`config.mk`:
```
export PLATFORM = sky130hd
export DESIGN_NAME = doorbell_drain_gate
export DESIGN_NICKNAME = d
export VERILOG_FILES = /design/src/rtl/dbg_pkg.sv /design/src/rtl/dbg_write_ledger.sv /design/src/rtl/dbg_bell_queue.sv /design/src/rtl/dbg_bell_status.sv /design/src/rtl/doorbell_drain_gate.sv
export SDC_FILE = /design/constraint.sdc
export NUM_CORES = 1
export LEC_CHECK = 0
export BUFFER_PORTS_ARGS = -buffer_cell sky130_fd_sc_hd__buf_2
export CAP_MARGIN = 20
export CORE_AREA = 2 2 154 156
export CTS_BUF_LIST = sky130_fd_sc_hd__clkbuf_16
export CTS_CLUSTER_DIAMETER = 30
export DETAILED_ROUTE_END_ITERATION = 16
export DIE_AREA = 0 0 156 158
export GPL_ROUTABILITY_DRIVEN = 0
export HOLD_SLACK_MARGIN = 0.06
export PLACE_DENSITY_LB_ADDON = 0.15
export SLEW_MARGIN = 5
export SYNTH_ARGS = -nofsm -noshare
export SYNTH_HDL_FRONTEND = slang
export SYNTH_HIERARCHICAL = 1
export SYNTH_SLANG_ARGS = --single-unit
```
`constraint.sdc`:
```
create_clock -name clk -period 7.1 [get_ports clk]
set_input_delay 1.065 -clock clk [delete_from_list [all_inputs] [get_ports clk]]
set_output_delay 1.065 -clock clk [all_outputs]
set_load 0.03 [all_outputs]
```
`src/rtl/dbg_pkg.sv`:
```
package dbg_pkg;
   typedef enum logic {
      PKT_WRITE = 1'b0,
      PKT_BELL  = 1'b1
   } pkt_kind_e;
endpackage

```
`src/rtl/dbg_write_ledger.sv`:
```
// Counts writes handed to memory and writes confirmed committed.
module dbg_write_ledger #(
   parameter int OUT_W = 4,
   localparam int CNT_W = OUT_W + 1,
   localparam int CAP   = (1 << OUT_W) - 1
) (
   input  logic             clk,
   input  logic             rst_n,
   input  logic             issue,
   input  logic             commit,
   output logic [CNT_W-1:0] issued,
   output logic [CNT_W-1:0] committed,
   output logic [CNT_W-1:0] outstanding,
   output logic             at_cap
);
   logic [CNT_W-1:0] issued_q, committed_q;

   always_ff @(posedge clk or negedge rst_n) begin
      if (!rst_n) begin
         issued_q    <= '0;
         committed_q <= '0;
      end else begin
         if (issue)  issued_q    <= issued_q + 1'b1;
         if (commit) committed_q <= committed_q + 1'b1;
      end
   end

   assign issued      = issued_q;
   assign committed   = committed_q;
   assign outstanding = issued_q - committed_q;
   assign at_cap      = (outstanding == CNT_W'(CAP));
endmodule

```
`src/rtl/dbg_bell_queue.sv`:
```
// Holds waiting doorbells with the write count that gates each one.
module dbg_bell_queue #(
   parameter int DEPTH = 4,
   parameter int BELL_W = 6,
   parameter int CNT_W = 5
) (
   input  logic              clk,
   input  logic              rst_n,
   input  logic              push,
   input  logic [BELL_W-1:0] push_bell,
   input  logic [CNT_W-1:0]  push_tag,
   input  logic              pop,
   output logic              head_valid,
   output logic [BELL_W-1:0] head_bell,
   output logic [CNT_W-1:0]  head_tag,
   output logic              full
);
   generate
      if (DEPTH == 1) begin : g_single
         logic              vld_q;
         logic [BELL_W-1:0] bell_q;
         logic [CNT_W-1:0]  tag_q;

         always_ff @(posedge clk or negedge rst_n) begin
            if (!rst_n) begin
               vld_q  <= 1'b0;
               bell_q <= '0;
               tag_q  <= '0;
            end else if (push) begin
               vld_q  <= 1'b1;
               bell_q <= push_bell;
               tag_q  <= push_tag;
            end else if (pop) begin
               vld_q  <= 1'b0;
            end
         end

         assign head_valid = vld_q;
         assign head_bell  = bell_q;
         assign head_tag   = tag_q;
         assign full       = vld_q;
      end else begin : g_ring
         localparam int PTR_W  = $clog2(DEPTH);
         localparam int FILL_W = $clog2(DEPTH + 1);

         logic [BELL_W-1:0] bell_mem [DEPTH];
         logic [CNT_W-1:0]  tag_mem  [DEPTH];
         logic [PTR_W-1:0]  wr_ptr, rd_ptr;
         logic [FILL_W-1:0] fill;

         function automatic logic [PTR_W-1:0] bump(input logic [PTR_W-1:0] p);
            return (p == PTR_W'(DEPTH - 1)) ? '0 : p + 1'b1;
         endfunction

         always_ff @(posedge clk or negedge rst_n) begin
            if (!rst_n) begin
               wr_ptr <= '0;
               rd_ptr <= '0;
               fill   <= '0;
               for (int i = 0; i < DEPTH; i++) begin
                  bell_mem[i] <= '0;
                  tag_mem[i]  <= '0;
               end
            end else begin
               if (push) begin
                  bell_mem[wr_ptr] <= push_bell;
                  tag_mem[wr_ptr]  <= push_tag;
                  wr_ptr           <= bump(wr_ptr);
               end
               if (pop) rd_ptr <= bump(rd_ptr);
               if (push && !pop)      fill <= fill + 1'b1;
               else if (pop && !push) fill <= fill - 1'b1;
            end
         end

         assign head_valid = (fill != '0);
         assign head_bell  = bell_mem[rd_ptr];
         assign head_tag   = tag_mem[rd_ptr];
         assign full       = (fill == FILL_W'(DEPTH));
      end
   endgenerate
endmodule

```
`src/rtl/dbg_bell_status.sv`:
```
// Per-source status bits: set by release, cleared by writing ones.
module dbg_bell_status #(
   parameter int BELLS = 64,
   localparam int BELL_W = $clog2(BELLS)
) (
   input  logic              clk,
   input  logic              rst_n,
   input  logic              set_valid,
   input  logic [BELL_W-1:0] set_idx,
   input  logic              clr_valid,
   input  logic [BELLS-1:0]  clr_mask,
   output logic [BELLS-1:0]  status
);
   generate
      for (genvar b = 0; b < BELLS; b++) begin : g_bit
         logic bit_q;
         always_ff @(posedge clk or negedge rst_n) begin
            if (!rst_n)                              bit_q <= 1'b0;
            else if (set_valid && set_idx == BELL_W'(b)) bit_q <= 1'b1;
            else if (clr_valid && clr_mask[b])       bit_q <= 1'b0;
         end
         assign status[b] = bit_q;
      end
   endgenerate
endmodule

```
`src/rtl/doorbell_drain_gate.sv`:
```
module doorbell_drain_gate #(
   parameter int BELLS  = 64,
   parameter int ADDR_W = 32,
   parameter int DATA_W = 64,
   parameter int OUT_W  = 4,
   parameter int DEPTH  = 4,
   localparam int BELL_W = $clog2(BELLS),
   localparam int CNT_W  = OUT_W + 1
) (
   input  logic              clk,
   input  logic              rst_n,
   input  logic              in_valid,
   output logic              in_ready,
   input  logic              in_kind,
   input  logic [ADDR_W-1:0] in_addr,
   input  logic [DATA_W-1:0] in_data,
   input  logic [BELL_W-1:0] in_bell,
   output logic              mem_req_valid,
   input  logic              mem_req_ready,
   output logic [ADDR_W-1:0] mem_addr,
   output logic [DATA_W-1:0] mem_data,
   input  logic              mem_ack,
   input  logic              clr_valid,
   input  logic [BELLS-1:0]  clr_mask,
   input  logic [BELLS-1:0]  en_mask,
   output logic [BELLS-1:0]  status,
   output logic              irq
);
   import dbg_pkg::*;

   initial begin
      if (BELLS < 2 || (1 << BELL_W) != BELLS)
         $fatal(1, "BELLS must be a power of two of at least 2");
      if (DEPTH < 1) $fatal(1, "DEPTH must be at least 1");
      if (OUT_W < 1) $fatal(1, "OUT_W must be at least 1");
   end

   logic              is_write;
   logic              wr_fire, bell_fire, release_bell;
   logic              at_cap, q_full, head_valid;
   logic [CNT_W-1:0]  issued, committed, outstanding, head_tag, drain_gap;
   logic [BELL_W-1:0] head_bell;

   assign is_write = (pkt_kind_e'(in_kind) == PKT_WRITE);

   // Writes pass through untouched; only the ceiling and memory readiness gate them.
   assign mem_req_valid = in_valid && is_write && !at_cap;
   assign mem_addr      = in_addr;
   assign mem_data      = in_data;
   assign wr_fire       = mem_req_valid && mem_req_ready;
   assign bell_fire     = in_valid && !is_write && !q_full;
   assign in_ready      = is_write ? (mem_req_ready && !at_cap) : !q_full;

   dbg_write_ledger #(.OUT_W(OUT_W)) u_ledger (
      .clk(clk), .rst_n(rst_n),
      .issue(wr_fire), .commit(mem_ack),
      .issued(issued), .committed(committed),
      .outstanding(outstanding), .at_cap(at_cap)
   );

   dbg_bell_queue #(.DEPTH(DEPTH), .BELL_W(BELL_W), .CNT_W(CNT_W)) u_queue (
      .clk(clk), .rst_n(rst_n),
      .push(bell_fire), .push_bell(in_bell), .push_tag(issued),
      .pop(release_bell),
      .head_valid(head_valid), .head_bell(head_bell), .head_tag(head_tag),
      .full(q_full)
   );

   // Signed distance: committed may run past an old tag, never by more than the ceiling.
   assign drain_gap    = committed - head_tag;
   assign release_bell = head_valid && !drain_gap[CNT_W-1];

   dbg_bell_status #(.BELLS(BELLS)) u_status (
      .clk(clk), .rst_n(rst_n),
      .set_valid(release_bell), .set_idx(head_bell),
      .clr_valid(clr_valid), .clr_mask(clr_mask),
      .status(status)
   );

   assign irq = |(status & en_mask);
endmodule

```
After elaboration in Yosys (flattened, before gate mapping)
Cells that the tools add are included.
{ "word_totals": {"output_inout_bits": 163, "in_bits": 237, "ff_bits": 125, "wordCells": 515} }
{ "op_classes": {"bitwise_logic": 4, "reduce_logical": 211, "add_sub_neg": 8, "eq_ne": 67, "n_lt_le_gt_ge": 3, "mux": 145} }
{ "op_table": {"columns": ["op", "n"], "rows": [
  ["6-bit == test, second input constant", 32],
  ["1-bit logical AND", 138],
  ["2-bit nonzero test", 65],
  ["1-bit 2-to-1 mux", 129],
  ["6-bit by 5-bit == test with 1-bit output, second input constant", 16],
  ["64-bit AND", 1],
  ["64-bit OR reduction", 1],
  ["6-bit by 4-bit == test with 1-bit output, second input constant", 8],
  ["24-bit bitwise mux", 1],
  ["6-bit by 3-bit == test with 1-bit output, second input constant", 4],
  ["20-bit bitwise mux", 1],
  ["6-bit 2-to-1 mux", 3],
  ["5-bit 2-to-1 mux", 3],
  ["6-bit binary-select mux with 2-bit select", 1],
  ["6-bit demux with 2-bit select", 1],
  ["6-bit by 2-bit == test with 1-bit output, second input constant", 2],
  ["5-bit by 1-bit adder with 5-bit output, second input constant", 2],
  ["5-bit binary-select mux with 2-bit select", 1],
  ["5-bit demux with 2-bit select", 1],
  ["5-bit subtractor", 2],
  ["6-bit by 1-bit == test with 1-bit output, second input constant", 1],
  ["3-bit >= comparator, second input constant", 2],
  ["6-bit zero test", 1],
  ["3-bit 2-to-1 mux", 2],
  ["other kinds (12)", 20]
]} }

Depth between registers and ports, before layout
Gate-level depths: netlist (run 1).
{ "depth": {"word_depth": 10, "ltp_mapped": 15, "depth_no_buf": 14} }

Modules after synthesis
Netlist (run 1), hierarchy kept.
{ "by_module_without_submodules": {"columns": ["mod", "seq_area_each_um2", "area_per_inst_um2", "cells_each", "instances"], "rows": [
  ["dbg_bell_status", 1601.5, 3195.6, 295, 1],
  ["dbg_bell_queue", 1276.2, 2309.7, 141, 1],
  ["doorbell_drain_gate", 0.0, 1226.2, 153, 1],
  ["dbg_write_ledger", 250.2, 579.3, 50, 1]
]} }

Worst setup path before layout (run 1)
OpenSTA, ideal clock, no wires.
{ "synth_timing": {"kind": "register -> output", "startpoint": "register u_ledger.issued_q[0], in the netlist u_ledger/issued[0]", "endpoint": "output in_ready", "t_arrival_ns": 2.327, "required_ns": 6.035, "slack_ns": 3.708, "n_path_buf": 0, "path_stages_with_launch": 11, "cell_sequence": "dfrtp_1 inv_1 ha_1 inv_1 fa_1 a21o_1 a21oi_2 xnor2_1 and4b_1 nand2b_1 mux2i_1"} }
{ "synth_between": {"elab_chain_len": 5} }
{ "synth_rtl": {"columns": ["item", "line", "rtl"], "rows": [
  ["from (decl)", "dbg_write_ledger.sv:16", "logic [CNT_W-1:0] issued_q, committed_q;"],
  ["from (signal assigned)", "dbg_write_ledger.sv:23", "if (issue) issued_q <= issued_q + 1'b1;"],
  ["5-bit subtractor", "dbg_write_ledger.sv:30", "assign outstanding = issued_q - committed_q;"],
  ["via outstanding[4]", "doorbell_drain_gate.sv:41", "logic [CNT_W-1:0] issued, committed, outstanding, head_tag, drain_gap;"],
  ["5-bit by 4-bit == test with 1-bit output", "dbg_write_ledger.sv:31", "assign at_cap = (outstanding == CNT_W'(CAP));"],
  ["via at_cap", "doorbell_drain_gate.sv:40", "logic at_cap, q_full, head_valid;"],
  ["1-bit zero test", "doorbell_drain_gate.sv:52", "assign in_ready = is_write ? (mem_req_ready && !at_cap) : !q_full;"],
  ["1-bit logical AND", "doorbell_drain_gate.sv:52", null],
  ["1-bit 2-to-1 mux", "doorbell_drain_gate.sv:52", null],
  ["to (decl)", "doorbell_drain_gate.sv:13", "output logic in_ready,"]
]} }
The timed path passes the listed nets, and every way through them passes these cells.

Final worst setup path (run 1)
{ "layout_timing": {"startpoint": "register u_queue.g_ring.rd_ptr[0]", "endpoint": "register u_queue.g_ring.fill[1]"} }
{ "layout_between": {"elab_chain_len": 10, "elab_cells_between_ends": 12, "classes_between": "1 x add/sub; 4 x mux; 1 x bitwise; 6 x reduce/logical"} }
{ "layout_rtl": {"columns": ["item", "line", "rtl"], "rows": [
  ["from (decl)", "dbg_bell_queue.sv:48", "logic [PTR_W-1:0] wr_ptr, rd_ptr;"],
  ["from (signal assigned)", "dbg_bell_queue.sv:70", "if (pop) rd_ptr <= bump(rd_ptr);"],
  ["2-bit inverter with 3-bit output (implied by the code) *", "dbg_bell_queue.sv:78", "assign head_tag = tag_mem[rd_ptr];"],
  ["5-bit binary-select mux with 2-bit select *", "dbg_bell_queue.sv:78", null],
  ["5-bit 2-to-1 mux (implied by the code) * (2 in series)", "dbg_bell_queue.sv:78", null],
  ["via head_tag[1]", "doorbell_drain_gate.sv:41", null],
  ["5-bit subtractor *", "doorbell_drain_gate.sv:70", "assign drain_gap = committed - head_tag;"],
  ["1-bit zero test *", "doorbell_drain_gate.sv:71", "assign release_bell = head_valid && !drain_gap[CNT_W-1];"],
  ["1-bit logical AND *", "doorbell_drain_gate.sv:71", null],
  ["via release_bell", "doorbell_drain_gate.sv:39", "logic wr_fire, bell_fire, release_bell;"],
  ["1-bit zero test", "dbg_bell_queue.sv:71", "if (push && !pop) fill <= fill + 1'b1;"],
  ["1-bit logical AND", "dbg_bell_queue.sv:71", null],
  ["3-bit 2-to-1 mux / 2-bit nonzero test (equally long branches)", null, null],
  ["to (signal assigned)", "dbg_bell_queue.sv:71", null],
  ["to (signal assigned)", "dbg_bell_queue.sv:72", "else if (pop && !push) fill <= fill - 1'b1;"],
  ["to (decl)", "dbg_bell_queue.sv:49", "logic [FILL_W-1:0] fill;"]
]} }
The timed path passes the listed nets; every way through them passes the cells marked *. The select of a mux whose other input is x is not followed.
A chain may end at the register's enable or synchronous reset.

==> results of run 1 <==
==> final timing paths <==
kind	startpoint	endpoint	slack (ns)	cells after the start
worst max-delay path	u_queue/g_ring.rd_ptr[0]	u_queue/g_ring.fill[1]	3.16	11
worst min-delay path	u_queue/g_ring.bell_mem[17]	u_queue/g_ring.bell_mem[17]	0.49	1
worst max register to register	u_queue/g_ring.rd_ptr[0]	u_queue/g_ring.fill[1]	3.16	11
worst min register to register	u_queue/g_ring.bell_mem[17]	u_queue/g_ring.bell_mem[17]	0.49	1
max in group asynchronous	rst_n	u_queue/g_ring.bell_mem[8]	4.97	2
min in group asynchronous	rst_n	u_queue/g_ring.bell_mem[2]	0.71	1
==> flip-flops by register name, summed over array words and instances (netlist names) <==
register,flops
u_queue/g_ring.bell_mem,24
u_status/g_bit.bit_q,64
u_queue/g_ring.rd_ptr,2
u_ledger/committed,5
u_queue/g_ring.tag_mem,20
u_ledger/issued,5
u_queue/g_ring.fill,3
u_queue/g_ring.wr_ptr,2
==> metal layers <==
metal	up-vias	routed length (um)
met5	-	72
met4	2	286
met3	31	2380
met2	277	11900
met1	2576	10200
li1	2241	-
==> report_power, final <==
part           internal, uW  switching [uW]
Clock                   502             303
Combinational           788            1150
Sequential              998             323
==> stage by stage <==
| step | worst slack, ns | power (uW) | std cells | utilization (%) |
|---|---|---|---|---|
| 2_1_floorplan | 3.71 | 2890 | 638 | - |
| 3_3_place_gp | 3.17 | 3240 | 956 | 32.1 |
| 3_5_place_dp | 3.09 | 3290 | 956 | 32.1 |
| 4_1_cts | 3.08 | 4110 | 987 | 34.4 |
| 5_1_grt | 2.78 | 4320 | 989 | 34.5 |
| 6_report | 3.16 | 4060 | 990 | 34.5 |
==> layout make-up <==
class,count,area (um2)
clock inverters,14,114
repair buffers,209,1050
clock buffers,17,425
multi-input cells,320,2810
diodes,3,7.51
inverters,12,45.0
flip-flops and latches,125,3130
well taps,290,363
fillers,2380,15100
==> placed cells by master (no fill, tap or decap), types with 2 or more instances in the layout <==
cell and n:
sky130_fd_sc_hd__nand2_1 72, sky130_fd_sc_hd__bufinv_16 2, sky130_fd_sc_hd__and3b_1 3, sky130_fd_sc_hd__and4bb_2 3, sky130_fd_sc_hd__buf_4 3, sky130_fd_sc_hd__xor2_1 6
sky130_fd_sc_hd__buf_2 206, sky130_fd_sc_hd__nand4b_1 4, sky130_fd_sc_hd__o2bb2ai_1 20, sky130_fd_sc_hd__inv_1 16, sky130_fd_sc_hd__dfrtp_1 125, sky130_fd_sc_hd__nor3_1 2
sky130_fd_sc_hd__diode_2 3, sky130_fd_sc_hd__and4bb_1 3, sky130_fd_sc_hd__clkinv_2 4, sky130_fd_sc_hd__clkinv_1 3, sky130_fd_sc_hd__xnor2_1 9, sky130_fd_sc_hd__nand2b_1 3
sky130_fd_sc_hd__nand3b_1 3, sky130_fd_sc_hd__fa_1 2, sky130_fd_sc_hd__nor4b_2 4, sky130_fd_sc_hd__a22o_1 60, sky130_fd_sc_hd__a221oi_2 8, sky130_fd_sc_hd__ha_1 15
sky130_fd_sc_hd__clkbuf_16 17, sky130_fd_sc_hd__or3_1 2, sky130_fd_sc_hd__mux4_2 10, sky130_fd_sc_hd__o21a_1 2, sky130_fd_sc_hd__mux2_2 47, sky130_fd_sc_hd__o21ai_0 4
sky130_fd_sc_hd__nor2_1 3, sky130_fd_sc_hd__nand4_1 9, sky130_fd_sc_hd__a221oi_1 8, sky130_fd_sc_hd__a21o_1 3
==> metrics.log, run 1 <==
INFO  metric buffer_ports.inserted = 207
INFO  metric timing_hold_violations_final = 0
INFO  metric global_route.peak_usage_layer = met2
INFO  metric worst_path_largest_cell_delay = 0.87 ns
INFO  metric synth.yosys.warnings = 6
INFO  metric first_global_vias = between 5000 and 6000
INFO  metric path_cells = mux4_2 -> inv_1 -> ha_1 -> a2111oi_0 -> o21a_1 -> o21a_1 -> inv_1 -> ha_1 -> inv_1 -> fa_1 -> mux2_2
INFO  metric ctsResizeCount = 0
INFO  metric hold_buffers = 0
INFO  metric grt_remaining_overflow = 0
INFO  metric slowest_stage = sky130_fd_sc_hd__dfrtp_1
INFO  metric min_period_over_period = 55.5%
INFO  metric maxCapViolations = 0
INFO  metric critical_path.max_fanout = 14
INFO  metric timing.fmax = 254 MHz
INFO  metric die_width = 156 um
INFO  metric worstPathRequired = 7.39 ns
INFO  metric cts_buffers = 17
INFO  metric h-tree-depth = 4
INFO  metric critical_path.top_delay_family = compound AO/OA/AOI/OAI gates
INFO  metric hpwlAfterDp = 19300 um
INFO  metric clock_insertion_delay_worst_skew = between 0.4 and 0.5 ns
INFO  metric grt_start_max_net_pins = 74
INFO  metric worst_ep_arrival_time = 4.23 ns
INFO  metric final-setup-viol-count = 0
INFO  metric io_pins = 400
INFO  metric die_h = 158 um
INFO  metric gr-usage-met3 = 8.87%
INFO  metric routed-via-count = 5127
INFO  metric clk_pin_slew_worst_paths = roughly 0.05 ns
INFO  metric max-clock-path-buffers = 2
INFO  metric final_antenna_net_count = 0
INFO  metric floorplan.initialDensity = 31.7%
INFO  metric clock_sinks = between 100 and 150
INFO  metric synthCells = 638
INFO  metric number_of_antenna_violations_at_the_first_check_in_global_routing = 4
INFO  metric fp.dieArea = 0.0246 mm2
INFO  metric viasPerCell = 5.18
INFO  metric cp-end-kind = flop
INFO  metric drt_pre_antenna_iters = 4
INFO  metric sum_of_buffers_and_inverters_on_the_critical_path = 3
INFO  metric final_clock_skew = 0.00788 ns
INFO  metric placeable_area = 0.0231 mm2
INFO  metric syn_area = 0.00731 mm2
INFO  metric tritoncts = built
INFO  metric timing.max_slew.rel_slack = 36.2%
INFO  metric drc_viols = 0
INFO  metric finish.instance_area = between 0.007 and 0.008 mm2
INFO  metric setup_total_negative_slack = 0 ns
INFO  metric syn-mean-instance-area = 11.5 um2
INFO  metric cts_root_buffer = sky130_fd_sc_hd__clkbuf_16
INFO  metric p_leak = around 0.0040 uW
INFO  metric path_common_cell = sky130_fd_sc_hd__inv_1
INFO  metric totalWireLength = 24900 um
INFO  metric status = completed
INFO  metric groute.usage.overall = 20.0%
INFO  metric crit_path_start_kind = flop
INFO  metric average_wire_per_cell_in_the_routed_design = 25.1 um
INFO  metric detail_route.iter0.violations = 362
INFO  metric maxSlewViolCount = 0
INFO  metric synth_nets = between 800 and 900
INFO  metric hp-class = reg2reg
INFO  metric p_per_area = 511 mW/mm2
INFO  metric global_route.usage.met1 = 24.3%
INFO  metric num_rows = 56
INFO  metric grt_setup_unrepaired = false
INFO  metric global_route_wire_length_before_repair = 35500 um
INFO  metric fraction_of_layout_instances_using_a_drive_strength_above_1 = between 40% and 50%
INFO  metric ir_worst_vdd = 0.227 mV
INFO  metric worstMarginPinSlew = 0.957 ns
INFO  metric critPathKind = reg2reg
INFO  metric hold-worst-slack = a little under 0.5 ns
INFO  metric design.final.nets = about 940
INFO  metric postCtsSetupBuffers = 0
INFO  metric finalCriticalPeriod = a little under 4 ns
INFO  metric syn2layout_area_growth = 8.78%
INFO  metric grt_use_met2 = about a third
INFO  metric placed_cell_area = 0.00740 mm2
No activity file was read; power rests on OpenSTA's default activity.
==> inputs of run 2 (changes only) <==
- clock period: 7.1 -> 3.9 ns (I/O delays scaled with it)
==> metrics.log, run 2 (same netlist as run 1, synthesis figures left out) <==
INFO  metric critical_path.max_fanout = 8 (was 14)
INFO  metric timing.max_slew.rel_slack = 42.3% (was 36.2%)
INFO  metric first_global_vias = 5256 (was 5367)
INFO  metric min_period_over_period = 85.4%
INFO  metric worstPathRequired = 3.31 ns (was 7.39 ns)
INFO  metric fraction_of_layout_instances_using_a_drive_strength_above_1 = 46.2% (was 44.5%)
INFO  metric hp-class = in2async (was reg2reg)
INFO  metric hold_buffers = 0 (unchanged)
INFO  metric p_leak = 0.00400 uW (was 0.00395 uW)
INFO  metric grt_setup_unrepaired = false (unchanged)
INFO  metric fillers = 2358 (was 2380)
INFO  metric routed-via-count = 5141 (was 5127)
INFO  metric clk_pin_slew_worst_paths = 0.05 ns (about the same)
INFO  metric critPathKind = reg2out (was reg2reg)
INFO  metric groute.usage.overall = 19.7% (was 20.0%)
INFO  metric cts_buffers = 17 (unchanged)
INFO  metric mostFrequentLayoutCells = sky130_fd_sc_hd__buf_2, sky130_fd_sc_hd__dfrtp_1, sky130_fd_sc_hd__nand2_1, sky130_fd_sc_hd__a22o_1, sky130_fd_sc_hd__mux2_2 (unchanged)
INFO  metric final_antenna_net_count = 0 (unchanged)
INFO  metric status = completed (unchanged)
INFO  metric worstMarginPinSlew = 0.866 ns (was 0.957 ns)
INFO  metric final_clock_skew = 0.0140 ns (was 0.00788 ns)
INFO  metric timing_hold_violations_final = 0 (unchanged)
INFO  metric drc_viols = 0 (unchanged)
INFO  metric largest-register = u_status/g_bit.bit_q (unchanged)
INFO  metric design.final.nets = 947 (was 939)
INFO  metric p_per_area = 937 mW/mm2 (was 511 mW/mm2)
INFO  metric final-setup-viol-count = 0 (unchanged)
INFO  metric average_wire_per_cell_in_the_routed_design = 24.6 um (was 25.1 um)
INFO  metric syn2layout_area_growth = 10.4% (was 8.78%)
INFO  metric layout_commonest_cell = sky130_fd_sc_hd__buf_2 (unchanged)
INFO  metric hpwlAfterDp = 19100 um (was 19300 um)
INFO  metric worst_ep_arrival_time = 2.75 ns (was 4.23 ns)
INFO  metric largest_reg_flops = 64 (unchanged)
INFO  metric viasPerCell = 5.16 (was 5.18)
INFO  metric buffer_ports.inserted = 207 (unchanged)
INFO  metric number_of_antenna_violations_at_the_first_check_in_global_routing = 1 (was 4)
INFO  metric finalCriticalPeriod = 3.33 ns
INFO  metric io_pins = 400 (unchanged)
INFO  metric drt_pre_antenna_iters = 4 (unchanged)
INFO  metric final-seq-area = 0.00313 mm2 (unchanged)
INFO  metric setup_total_negative_slack = 0 ns (unchanged)
INFO  metric placeable_area = 0.0231 mm2 (unchanged)
INFO  metric placed_cell_area = 0.00745 mm2 (was 0.00740 mm2)
INFO  metric timing.fmax = 300 MHz
INFO  metric die_h = 158 um (unchanged)
INFO  metric totalWireLength = 24500 um (was 24900 um)
INFO  metric tritoncts = built (unchanged)
INFO  metric maxCapViolations = 0 (unchanged)
INFO  metric multi_input_comb_area = 0.00281 mm2 (unchanged)
INFO  metric maxSlewViolCount = 0 (unchanged)
INFO  metric cp-end-kind = output port (was flop)
INFO  metric postCtsSetupBuffers = 0 (unchanged)
INFO  metric grt_start_max_net_pins = 83 (was 74)
INFO  metric biggestRegsByFlops = u_status/g_bit.bit_q: 64 flops, u_queue/g_ring.bell_mem: 24 flops, u_queue/g_ring.tag_mem: 20 flops (unchanged)
INFO  metric h-tree-depth = 4 (unchanged)
INFO  metric ir_worst_vdd = 0.491 mV (was 0.227 mV)
INFO  metric num_rows = 56 (unchanged)
INFO  metric detail_route.iter0.violations = 266 (was 362)
INFO  metric crit_path_start_kind = flop (unchanged)
INFO  metric fp.dieArea = 0.0246 mm2 (unchanged)
INFO  metric cts_root_buffer = sky130_fd_sc_hd__clkbuf_16 (unchanged)
INFO  metric clock_sinks = 125 (unchanged)
INFO  metric floorplan.initialDensity = 31.7% (unchanged)
INFO  metric ctsResizeCount = 0 (unchanged)
INFO  metric diodes = 0 (was 3)
INFO  metric global_route_wire_length_before_repair = 34800 um (was 35500 um)
INFO  metric clock_insertion_delay_worst_skew = 0.42 ns (was 0.41 ns)
INFO  metric finish.instance_area = 0.00807 mm2 (was 0.00795 mm2)
INFO  metric grt_remaining_overflow = 0 (unchanged)
INFO  metric die_width = 156 um (unchanged)
INFO  metric max-clock-path-buffers = 2 (unchanged)
==> run 2: worst paths after layout <==
check / end / from / depth (start not counted) / slack [ns]
worst max-delay path: in_ready / u_ledger/issued[0] / 11 / 0.57
worst min-delay path: u_ledger/committed[0] / rst_n / 1 / 0.09
worst max register to register: u_queue/g_ring.fill[2] / u_queue/g_ring.rd_ptr[0] / 15 / 0.60
worst min register to register: u_queue/g_ring.bell_mem[17] / u_queue/g_ring.bell_mem[17] / 1 / 0.49
max in group asynchronous: u_status/g_bit[18].bit_q / rst_n / 3 / 2.84
min in group clk: u_ledger/committed[0] / mem_ack / 2 / 0.43
==> run 2: power by group <==
group | internal (uW) | switching (uW)
combinational | 1490 | 2130
clock | 950 | 629
sequential | 1820 | 536
total | 4260 | 3300
==> run 2: final cells by class <==
class	instances	area share, %
Sequential cell	125	38.8
Multi-Input combinational cell	320	34.9
Timing Repair Buffer	217	14.1
Clock buffer	17	5.27
Tap cell	290	4.50
Clock inverter	15	1.99
Inverter	12	0.558
==> run 2: metrics by stage <==
step / hold slack [ns] / total power, uW / setup WS [ns] / util [%] / std cells
floorplan: 0.289 / 5250 / 0.522 / - / 638
global placement: 0.469 / 5950 / 0.627 / 32.3 / 963
detailed placement: 0.477 / 6030 / 0.559 / 32.3 / 963
CTS: 0.399 / 7650 / 0.533 / 34.9 / 995
global route: 0.103 / 8010 / 0.285 / 35.0 / 996
finish: 0.0897 / 7560 / 0.569 / 35.0 / 996
==> run 2: worst max-delay path, cell delays in order, from the launching register on <==
cell and delay [ns]:
sky130_fd_sc_hd__dfrtp_1 0.46, sky130_fd_sc_hd__inv_1 0.10, sky130_fd_sc_hd__ha_1 0.15, sky130_fd_sc_hd__inv_1 0.07, sky130_fd_sc_hd__fa_1 0.40, sky130_fd_sc_hd__a21o_1 0.18, sky130_fd_sc_hd__a21oi_2 0.14, sky130_fd_sc_hd__xnor2_1 0.12
sky130_fd_sc_hd__and4b_1 0.23, sky130_fd_sc_hd__nand2b_1 0.16, sky130_fd_sc_hd__mux2i_1 0.12, sky130_fd_sc_hd__buf_2 0.21
==> run 2: metal layers <==
metal  part of all wire [%]  up-vias  routed length [um]  global-route usage, %
met2                     47      302               11600                   31.3
met3                    9.4       44                2300                   8.51
met1                     41     2533               10000                   23.9
li1                       -     2262                   -                      -
met4                    2.3        0                 574                   6.60
met5                      0        -                   0                  0.414
==> inputs of run 3 (changes only) <==
- RECOVER_POWER: unset -> 100
- REMOVE_ABC_BUFFERS: unset -> 1
==> metrics.log, run 3 (same netlist as run 1, synthesis figures left out) <==
INFO  metric fp.dieArea = 0.0246 mm2 (unchanged)
INFO  metric diodes = 0 (unchanged)
INFO  metric io_pins = 400 (unchanged)
INFO  metric first_global_vias = 5592 (was 5256)
INFO  metric path_cells = inv_1 -> ha_1 -> inv_1 -> fa_1 -> a21o_1 -> a21oi_1 -> xnor2_1 -> and4b_1 -> nand2b_1 -> mux2i_1 -> clkbuf_1 (was inv_1 -> ha_1 -> inv_1 -> fa_1 -> a21o_1 -> a21oi_2 -> xnor2_1 -> and4b_1 -> nand2b_1 -> mux2i_1 -> buf_2)
INFO  metric critical_path.max_fanout = 8 (unchanged)
INFO  metric failed_checks = max-capacitance violations, max-slew violations
INFO  metric finish.instance_area = 0.00789 mm2 (was 0.00807 mm2)
INFO  metric status = complete, but fails checks (was completed)
INFO  metric groute.usage.overall = 33.4% (was 19.7%)
INFO  metric average_wire_per_cell_in_the_routed_design = 41.4 um (was 24.6 um)
INFO  metric maxCapViolations = 2 (was 0)
INFO  metric worst_path_largest_cell_delay = 0.49 ns (was 0.46 ns)
INFO  metric p_per_area = 958 mW/mm2 (was 937 mW/mm2)
INFO  metric timing_hold_violations_final = 0 (unchanged)
INFO  metric h-tree-depth = 4 (unchanged)
INFO  metric mostFrequentLayoutCells = sky130_fd_sc_hd__buf_2, sky130_fd_sc_hd__dfrtp_1, sky130_fd_sc_hd__nand2_1, sky130_fd_sc_hd__clkbuf_1, sky130_fd_sc_hd__a22o_1 (was sky130_fd_sc_hd__buf_2, sky130_fd_sc_hd__dfrtp_1, sky130_fd_sc_hd__nand2_1, sky130_fd_sc_hd__a22o_1, sky130_fd_sc_hd__mux2_2)
INFO  metric final_clock_skew = 0.00731 ns (was 0.0140 ns)
INFO  metric global_route_wire_length_before_repair = 52800 um (was 34800 um)
INFO  metric min_period_over_period = 91.6% (was 85.4%)
INFO  metric drt_pre_antenna_iters = 5 (was 4)
INFO  metric path_common_cell = sky130_fd_sc_hd__inv_1 (unchanged)
INFO  metric totalWireLength = 41100 um (was 24500 um)
INFO  metric num_rows = 56 (unchanged)
INFO  metric grt_remaining_overflow = 0 (unchanged)
INFO  metric finalCriticalPeriod = 3.57 ns (was 3.33 ns)
INFO  metric die_h = 158 um (unchanged)
INFO  metric routed-via-count = 5468 (was 5141)
INFO  metric grt_setup_unrepaired = false (unchanged)
INFO  metric max-clock-path-buffers = 2 (unchanged)
INFO  metric clock_insertion_delay_worst_skew = 0.42 ns (about the same)
INFO  metric worstMarginPinSlew = 1.73 ns (was 0.866 ns)
INFO  metric fraction_of_layout_instances_using_a_drive_strength_above_1 = 35.0% (was 46.2%)
INFO  metric setup_total_negative_slack = 0 ns (unchanged)
INFO  metric hpwlAfterDp = 34700 um (was 19100 um)
INFO  metric timing.max_slew.rel_slack = -15.3% (was 42.3%)
INFO  metric detail_route.iter0.violations = 466 (was 266)
INFO  metric number_of_antenna_violations_at_the_first_check_in_global_routing = 0 (was 1)
INFO  metric clock_sinks = 125 (unchanged)
INFO  metric largest-register = u_status/g_bit.bit_q (unchanged)
INFO  metric final-setup-viol-count = 0 (unchanged)
INFO  metric clk_pin_slew_worst_paths = 0.05 ns (about the same)
INFO  metric syn2layout_area_growth = 7.95% (was 10.4%)
INFO  metric placed_cell_area = 0.00744 mm2 (was 0.00745 mm2)
INFO  metric final_cell_count_no_fill = 992 (was 996)
INFO  metric layout_commonest_cell = sky130_fd_sc_hd__buf_2 (unchanged)
INFO  metric fillers = 2363 (was 2358)
INFO  metric critPathKind = reg2out (unchanged)
INFO  metric postCtsSetupBuffers = 0 (unchanged)
INFO  metric design.final.nets = 943 (was 947)
INFO  metric hold_buffers = 0 (unchanged)
INFO  metric die_width = 156 um (unchanged)
INFO  metric p_leak = 0.00365 uW (was 0.00400 uW)
INFO  metric biggestRegsByFlops = u_status/g_bit.bit_q: 64 flops, u_queue/g_ring.bell_mem: 24 flops, u_queue/g_ring.tag_mem: 20 flops (unchanged)
INFO  metric cts_root_buffer = sky130_fd_sc_hd__clkbuf_16 (unchanged)
INFO  metric drc_viols = 0 (unchanged)
INFO  metric placedCellCount = 960 (was 963)
INFO  metric p_total = 7560 uW (about the same)
INFO  metric critical_path.top_delay_family = adder cells (unchanged)
INFO  metric buffer_ports.inserted = 207 (unchanged)
INFO  metric hp-class = in2reg (was in2async)
INFO  metric ctsResizeCount = 0 (unchanged)
INFO  metric timing.fmax = 280 MHz (was 300 MHz)
INFO  metric largest_reg_flops = 64 (unchanged)
INFO  metric cp-end-kind = output port (unchanged)
INFO  metric crit_path_start_kind = flop (unchanged)
INFO  metric slowest_stage = sky130_fd_sc_hd__dfrtp_1 (unchanged)
INFO  metric grt_start_max_net_pins = 66 (was 83)
INFO  metric maxSlewViolCount = 128 (was 0)
INFO  metric placeable_area = 0.0231 mm2 (unchanged)
INFO  metric cts_buffers = 17 (unchanged)
INFO  metric worstPathRequired = 3.31 ns (about the same)
INFO  metric sum_of_buffers_and_inverters_on_the_critical_path = 3 (unchanged)
INFO  metric final_antenna_net_count = 0 (unchanged)
INFO  metric floorplan.initialDensity = 31.7% (unchanged)
INFO  metric worst_ep_arrival_time = 2.99 ns (was 2.75 ns)
INFO  metric viasPerCell = 5.51 (was 5.16)
INFO  metric ir_worst_vdd = 0.444 mV (was 0.491 mV)
INFO  metric layout.core_utilization = 34.2% (was 35.0%)
INFO  metric tritoncts = built (unchanged)
==> run 3: worst reg2reg max path, stage by stage (launching register included) <==
cell	delay (ns)
sky130_fd_sc_hd__dfrtp_1	0.47
sky130_fd_sc_hd__mux4_2	0.53
sky130_fd_sc_hd__inv_1	0.07
sky130_fd_sc_hd__ha_1	0.21
sky130_fd_sc_hd__a2111oi_0	0.51
sky130_fd_sc_hd__o21a_1	0.22
sky130_fd_sc_hd__o21a_1	0.12
sky130_fd_sc_hd__clkbuf_1	0.30
sky130_fd_sc_hd__nor3b_2	0.22
sky130_fd_sc_hd__clkbuf_1	0.56
sky130_fd_sc_hd__a22o_1	0.27
==> run 3: path summary, 6_finish.rpt <==
check | start | end | slack [ns] | cells after the start
setup / recovery | u_ledger/issued[0] | in_ready | 0.33 | 11
hold / removal | mem_ack | u_ledger/committed[0] | 0.43 | 2
setup reg to reg | u_queue/g_ring.rd_ptr[0] | u_status/g_bit[1].bit_q | 0.36 | 10
hold reg to reg | u_queue/g_ring.fill[2] | u_queue/g_ring.fill[2] | 0.49 | 1
max in group asynchronous | rst_n | u_queue/g_ring.bell_mem[10] | 0.98 | 2
min in group asynchronous | rst_n | u_status/g_bit[43].bit_q | 0.62 | 1
==> run 3: through the flow <==
| step | hold slack [ns] | worst slack [ns] |
|---|---|---|
| after floorplan | 0.289 | 0.367 |
| after global placement | 0.470 | 0.618 |
| after detailed placement | 0.485 | 0.559 |
| after CTS | 0.314 | 0.426 |
| after global routing | 0.420 | 0.154 |
| final | 0.428 | 0.326 |
==> run 3: area by class of cell <==
class | instances | area, um2 | area share (%)
inverters | 12 | 45.0 | 0.571
clock buffers | 17 | 425 | 5.39
well taps | 290 | 363 | 4.60
flip-flops and latches | 125 | 3130 | 39.7
clock inverters | 15 | 130 | 1.65
repair buffers | 213 | 987 | 12.5
multi-input cells | 320 | 2810 | 35.6
==> run 3: power breakdown <==
group / internal (uW) / switching, uW / leakage (uW)
Sequential: 1820 / 545 / 0.00164
Combinational: 1370 / 2310 / 0.00175
Clock: 922 / 585 / 0.000256
==> run 3: routing by layer <==
metal	global-route usage [%]	wire length, um	up-vias
met1	28.1	11600	2658
met4	15.3	1920	12
met5	19.9	631	-
met3	37.2	9990	49
met2	46.9	16900	499
li1	-	-	2250
